[src/rtl/accAluPkg.sv]
package accAluPkg;
  typedef enum logic [1:0] {
    CLS_NONE,
    CLS_TWO,
    CLS_ROT,
    CLS_STEP
  } opClassT;

  typedef enum logic [2:0] {
    OP_ADD,
    OP_ADC,
    OP_SUB,
    OP_SBB,
    OP_AND,
    OP_XOR,
    OP_OR,
    OP_CMP
  } aluOpT;

  typedef struct packed {
    opClassT    opClass;
    aluOpT      aluOp;
    logic [1:0] rotSel;
    logic       stepDown;
    logic       writeEn;
    logic       updSzp;
    logic       updCarry;
  } ctrlStrobeT;
endpackage

[src/rtl/accAluCtrl.sv]
module accAluCtrl
  import accAluPkg::*;
(
  input  logic       clk,
  input  logic       rstN,
  input  logic [7:0] opcode,
  input  logic       loadStb,
  output ctrlStrobeT ctl
);
  logic [1:0] opGroup;
  logic [2:0] opField;
  logic [2:0] opLow;
  ctrlStrobeT raw;

  assign opGroup = opcode[7:6];
  assign opField = opcode[5:3];
  assign opLow   = opcode[2:0];

  always_comb begin
    raw = '0;
    raw.opClass = CLS_NONE;
    raw.aluOp   = OP_ADD;
    if (opGroup == 2'b10 || (opGroup == 2'b00 && opLow == 3'b100)) begin
      raw.opClass  = CLS_TWO;
      raw.aluOp    = aluOpT'(opField);
      raw.writeEn  = (opField != 3'd7);
      raw.updSzp   = 1'b1;
      raw.updCarry = 1'b1;
    end else if (opGroup == 2'b00 && opLow == 3'b010 && !opField[2]) begin
      raw.opClass  = CLS_ROT;
      raw.rotSel   = opField[1:0];
      raw.writeEn  = 1'b1;
      raw.updCarry = 1'b1;
    end else if (opGroup == 2'b00 && opLow[2:1] == 2'b00 &&
                 opField != 3'd0 && opField != 3'd7) begin
      raw.opClass  = CLS_STEP;
      raw.stepDown = opLow[0];
      raw.writeEn  = 1'b1;
      raw.updSzp   = 1'b1;
    end
  end

  always_comb begin
    ctl = raw;
    ctl.writeEn  = raw.writeEn  & loadStb;
    ctl.updSzp   = raw.updSzp   & loadStb;
    ctl.updCarry = raw.updCarry & loadStb;
  end


  cmp_no_write_chk: assert property (@(posedge clk) disable iff (!rstN)
    (opcode[7:6] == 2'b10 && opcode[5:3] == 3'd7) |-> !ctl.writeEn);


  idle_no_write_chk: assert property (@(posedge clk) disable iff (!rstN)
    !loadStb |-> !(ctl.writeEn || ctl.updSzp || ctl.updCarry));
endmodule

[src/rtl/accAluDatapath.sv]
module accAluDatapath
  import accAluPkg::*;
#(
  parameter int WIDTH = 8
) (
  input  logic             clk,
  input  logic             rstN,
  input  ctrlStrobeT       ctl,
  input  logic [WIDTH-1:0] accIn,
  input  logic [WIDTH-1:0] operand,
  output logic [WIDTH-1:0] result,
  output logic             flagSign,
  output logic             flagZero,
  output logic             flagParity,
  output logic             flagCarry
);
  localparam int MSB = WIDTH - 1;

  logic [WIDTH:0]   wide;
  logic [WIDTH-1:0] resultNext;
  logic             carryNext;
  logic             carryIn;

  always_comb begin
    carryIn = ((ctl.aluOp == OP_ADC) || (ctl.aluOp == OP_SBB)) && flagCarry;
    wide = '0;
    case (ctl.aluOp)
      OP_ADD, OP_ADC:         wide = {1'b0, accIn} + {1'b0, operand} + {{WIDTH{1'b0}}, carryIn};
      OP_SUB, OP_SBB, OP_CMP: wide = {1'b0, accIn} - {1'b0, operand} - {{WIDTH{1'b0}}, carryIn};
      OP_AND:                 wide = {1'b0, accIn & operand};
      OP_XOR:                 wide = {1'b0, accIn ^ operand};
      default:                wide = {1'b0, accIn | operand};
    endcase
  end

  always_comb begin
    resultNext = wide[MSB:0];
    carryNext  = wide[WIDTH];
    case (ctl.opClass)
      CLS_ROT: begin
        case (ctl.rotSel)
          2'd0: begin resultNext = {accIn[MSB-1:0], accIn[MSB]}; carryNext = accIn[MSB]; end
          2'd1: begin resultNext = {accIn[0], accIn[MSB:1]};     carryNext = accIn[0];   end
          2'd2: begin resultNext = {accIn[MSB-1:0], flagCarry};  carryNext = accIn[MSB]; end
          default: begin resultNext = {flagCarry, accIn[MSB:1]}; carryNext = accIn[0];   end
        endcase
      end
      CLS_STEP: begin
        resultNext = ctl.stepDown ? operand - 1'b1 : operand + 1'b1;
        carryNext  = flagCarry;
      end
      default: ;
    endcase
  end

  assign result = resultNext;

  always_ff @(posedge clk or negedge rstN) begin
    if (!rstN) begin
      flagSign   <= 1'b0;
      flagZero   <= 1'b0;
      flagParity <= 1'b0;
      flagCarry  <= 1'b0;
    end else begin
      if (ctl.updSzp) begin
        flagSign   <= resultNext[MSB];
        flagZero   <= (resultNext == '0);
        flagParity <= ~^resultNext;
      end
      if (ctl.updCarry) flagCarry <= carryNext;
    end
  end


  rot_szp_hold_chk: assert property (@(posedge clk) disable iff (!rstN)
    (ctl.opClass == CLS_ROT && ctl.updCarry) |=>
      ($stable(flagSign) && $stable(flagZero) && $stable(flagParity)));


  step_carry_hold_chk: assert property (@(posedge clk) disable iff (!rstN)
    (ctl.opClass == CLS_STEP && ctl.updSzp) |=> $stable(flagCarry));


  logic_carry_clr_chk: assert property (@(posedge clk) disable iff (!rstN)
    (ctl.opClass == CLS_TWO && ctl.updCarry &&
     (ctl.aluOp == OP_AND || ctl.aluOp == OP_XOR || ctl.aluOp == OP_OR)) |=> !flagCarry);


  zero_flag_chk: assert property (@(posedge clk) disable iff (!rstN)
    ctl.updSzp |=> (flagZero == ($past(result) == '0)));


  idle_flag_hold_chk: assert property (@(posedge clk) disable iff (!rstN)
    (!ctl.updSzp && !ctl.updCarry) |=>
      ($stable(flagSign) && $stable(flagZero) && $stable(flagParity) && $stable(flagCarry)));
endmodule

[src/rtl/accAluTop.sv]
module accAluTop
  import accAluPkg::*;
#(
  parameter int WIDTH = 8
) (
  input  logic             clk,
  input  logic             rstN,
  input  logic             loadStb,
  input  logic [7:0]       opcode,
  input  logic [WIDTH-1:0] accIn,
  input  logic [WIDTH-1:0] operand,
  output logic [WIDTH-1:0] result,
  output logic             resultWe,
  output logic             flagSign,
  output logic             flagZero,
  output logic             flagParity,
  output logic             flagCarry
);
  ctrlStrobeT ctl;

  accAluCtrl uCtrl (
    .clk(clk), .rstN(rstN), .opcode(opcode), .loadStb(loadStb), .ctl(ctl)
  );

  accAluDatapath #(.WIDTH(WIDTH)) uPath (
    .clk(clk), .rstN(rstN), .ctl(ctl), .accIn(accIn), .operand(operand),
    .result(result), .flagSign(flagSign), .flagZero(flagZero),
    .flagParity(flagParity), .flagCarry(flagCarry)
  );

  assign resultWe = ctl.writeEn;
endmodule

[config.mk]
export PLATFORM = sky130hd
export DESIGN_NAME = accAluTop
export DESIGN_NICKNAME = d
export VERILOG_FILES = /design/src/rtl/accAluPkg.sv /design/src/rtl/accAluCtrl.sv /design/src/rtl/accAluDatapath.sv /design/src/rtl/accAluTop.sv
export SDC_FILE = /design/constraint.sdc
export NUM_CORES = 1
export LEC_CHECK = 0
export ABC_AREA = 1
export BUFFER_PORTS_ARGS = -buffer_cell sky130_fd_sc_hd__buf_4
export CAP_MARGIN = 20
export CORE_MARGIN = 2
export CORE_UTILIZATION = 55
export CTS_BUF_LIST = sky130_fd_sc_hd__clkbuf_4
export DETAILED_ROUTE_END_ITERATION = 16
export PLACE_DENSITY = 0.82
export SKIP_CTS_REPAIR_TIMING = 1
export SLEW_MARGIN = 20
export SYNTH_ARGS = -nofsm -noshare
export SYNTH_HDL_FRONTEND = slang
export SYNTH_HIERARCHICAL = 1
export SYNTH_SLANG_ARGS = --single-unit
[constraint.sdc]
create_clock -name clk -period 7.5 [get_ports clk]
set_clock_uncertainty 0.15 [all_clocks]
set_input_delay 2.25 -clock clk [delete_from_list [all_inputs] [get_ports clk]]
set_output_delay 2.25 -clock clk [all_outputs]
set_load 0.05 [all_outputs]
==> metrics <==
H-tree depth 1; Worst Setup Start Kind input port; chip height 69.7 µm; Setup crit end kind primary output; data arrival time of the critical path 4.89 ns; Layout fillers 379; maximum clock path buffer count 2; Rows 23; antenna violations before repair 0; CP max stage delay 0.44 ns; worst r2r src uPath/flagCarry; Synth Net Count 480; Req. time, crit path 5.10 ns; YS warnings 6; Avg Vias per Cell 5.49; Peak VDD IR 0.0884 mV; Max Cap Violations 0; CTS Root Cell clkbuf_4; multi-input logic area 1950 µm²; Worst Hold Class reg -> reg; cell area after synthesis 2370 µm²; n_diodes 0; GRT Util Overall 26.7%; CTS tree yes; DR pass1 iterations 5; Mean Syn Cell Area 5.81 µm²; Slowest-stage cell, CP fa_1; starting density of the core 58.1%; Final min period 7.29 ns; core area 4090 µm²; I/O pin total 40; RSZ-0062 raised after global routing no; synthesis-to-finish area growth 18.4%; Worst slew margin 68.9%; library cells used by synthesis 38; FF+latch area 100 µm²; DR WL/cell 12.9 µm; power density over cell area 116 nW/µm²; routability congestion estimate 0.921; post-route ant nets 0; leak pwr 1.62 nW; Final Setup Violations 0; Reg clk slew, reported paths 0.04 ns; Crit path buffers/inverters 5; largest net degree at the start of global routing 12; layout cells sized above 1 17.9%; Post-Syn Instances 408; Crit path top cell by count nand2_1; hold path startpoint uPath/flagSign; total number of vias 2756; Final Hold Vio Count 0; status completed; Core Util, Final 68.7%; total grt overflow 0; initial drt markers 200; DP HPWL 5430 µm; slew at the pin with the worst max-slew slack 0.466 ns; final period utilization 97.2%; crit-path cells buf_4 -> nor2_1 -> nand2_1 -> nand2_1 -> nand2_1 -> buf_4 -> nor2_2 -> nor3_2 -> fa_1 -> fa_1 -> or2_0 -> nand3_1 -> nand2_1 -> a211oi_1 -> inv_1 -> a31oi_4 -> inv_2 -> buf_4; Achievable Freq 0.137 GHz; Inst Count DP 499; die area 4850 µm²; final setup TNS 0 ns; Critical Path Fanout Max 5; CTS buffer count 3; first-pass GRT wire length 11000 µm; register area share after synthesis 4.22%; Finished Layout Cells 502; Setup CP Type in -> out; total power 0.325 mW; port buffer count 39; Pins Over Slew Limit 0; vias in the first global route 2587; cell family with most CP delay adder cells; NumNets Final 526; worst skew pair latency 0.23 ns; Routed WL 6460 µm; Worst Setup SP opcode[1]; drc violations 0; CTS sink cnt 4; Die Span X 69.7 µm; Seq cells post-synth 4
## sequential cells by signal, summed over array words and instances (netlist names)
| name | flops |
|---|---|
| uPath/flagParity | 1 |
| uPath/flagZero | 1 |
| uPath/flagCarry | 1 |
| uPath/flagSign | 1 |
## routing by layer
layer | wire [µm] | global-route usage, % | up-vias
met4 | 18 | 2.99 | 0
li1 | - | - | 1403
met5 | 0 | 0 | -
met2 | 3140 | 49.9 | 98
met3 | 340 | 1.74 | 2
met1 | 2960 | 34.5 | 1253
## Yosys cell counts, drive strengths merged
cell type	count	area [µm²]
buf	3	23.8
inv	88	330
xor2	4	35.0
fa	5	100
a211oi	1	7.51
nor2	33	141
dfrtp	4	100
xnor2	1	8.76
nor3	2	21.3
a21boi	2	15.0
o21ai	27	139
o21a	2	15.0
a21o	1	7.51
clkinv	1	3.75
o2111ai	2	17.5
ha	40	500
nand3	34	180
or2	2	12.5
a22oi	1	12.5
a221oi	3	26.3
nand4	6	37.5
nand2	102	395
a31oi	3	25.0
a21oi	38	194
o211ai	3	22.5
## path summary, 6_finish.rpt
path | end | slack, ns | depth (start not counted)
worst max-delay path | result[2] | 0.21 | 18
worst min-delay path | uPath/flagSign | 0.33 | 2
worst max register to register | uPath/flagParity | 4.11 | 17
worst min register to register | uPath/flagSign | 0.33 | 2
max in group asynchronous | uPath/flagCarry | 5.44 | 1
min in group asynchronous | uPath/flagZero | 1.66 | 1
## where the power goes
part / switching [mW] / internal (mW)
Combinational: 0.173 / 0.0960
Sequential: 0.00386 / 0.0272
Clock: 0.00756 / 0.0178
## layout make-up
class / instances / area share [%]
clock buffer: 3 / 0.802
inverter: 89 / 11.9
multi-input combinational: 312 / 69.5
sequential: 4 / 3.56
tap: 50 / 2.23
timing repair buffer: 44 / 12.0
## through the flow
stage,area [µm²],setup WS [ns],hold slack (ns)
final,2810,0.213,0.331
after global routing,2810,0.00275,0.355
after global placement,2740,0.170,0.324
after CTS,2760,0.0974,0.336
after floorplan,2370,0.313,0.606
after detailed placement,2740,0.111,0.325
## worst reg2reg max path: stages (launching register included)
cell     delay, ns
dfrtp_1       0.41
inv_1         0.10
nor3_2        0.22
fa_1          0.50
ha_1          0.21
nor2_2        0.13
nor2_1        0.05
nor2_1        0.10
nor2_1        0.06
nor2_1        0.08
nand2_1       0.05
nand3_1       0.08
nand3_1       0.12
a21oi_1       0.22
ha_1          0.27
xor2_1        0.16
or2_2         0.27
a31oi_1       0.12
## cells in the final DEF (no fill, tap or decap), types with 4 or more instances in the layout
| master | count |
|---|---|
| a21oi_1 | 37 |
| buf_4 | 42 |
| dfrtp_1 | 4 |
| fa_1 | 5 |
| ha_1 | 40 |
| inv_1 | 80 |
| inv_2 | 8 |
| nand2_1 | 97 |
| nand2_2 | 5 |
| nand3_1 | 32 |
| nand4_1 | 6 |
| nor2_1 | 24 |
| nor2_2 | 8 |
| o21ai_0 | 21 |
| xor2_1 | 4 |
## cell families (layout without fill, tap and decap cells)
group	count (synthesis)	after routing	share of synthesized area [%]
compound gates	83	83	20.3
fa+ha+maj	45	45	25.3
xor+xnor	5	5	1.85
buf+inv	92	136	15.1
simple gates	179	179	33.2
flops	4	4	4.22
(Power assumes the default switching activity.)
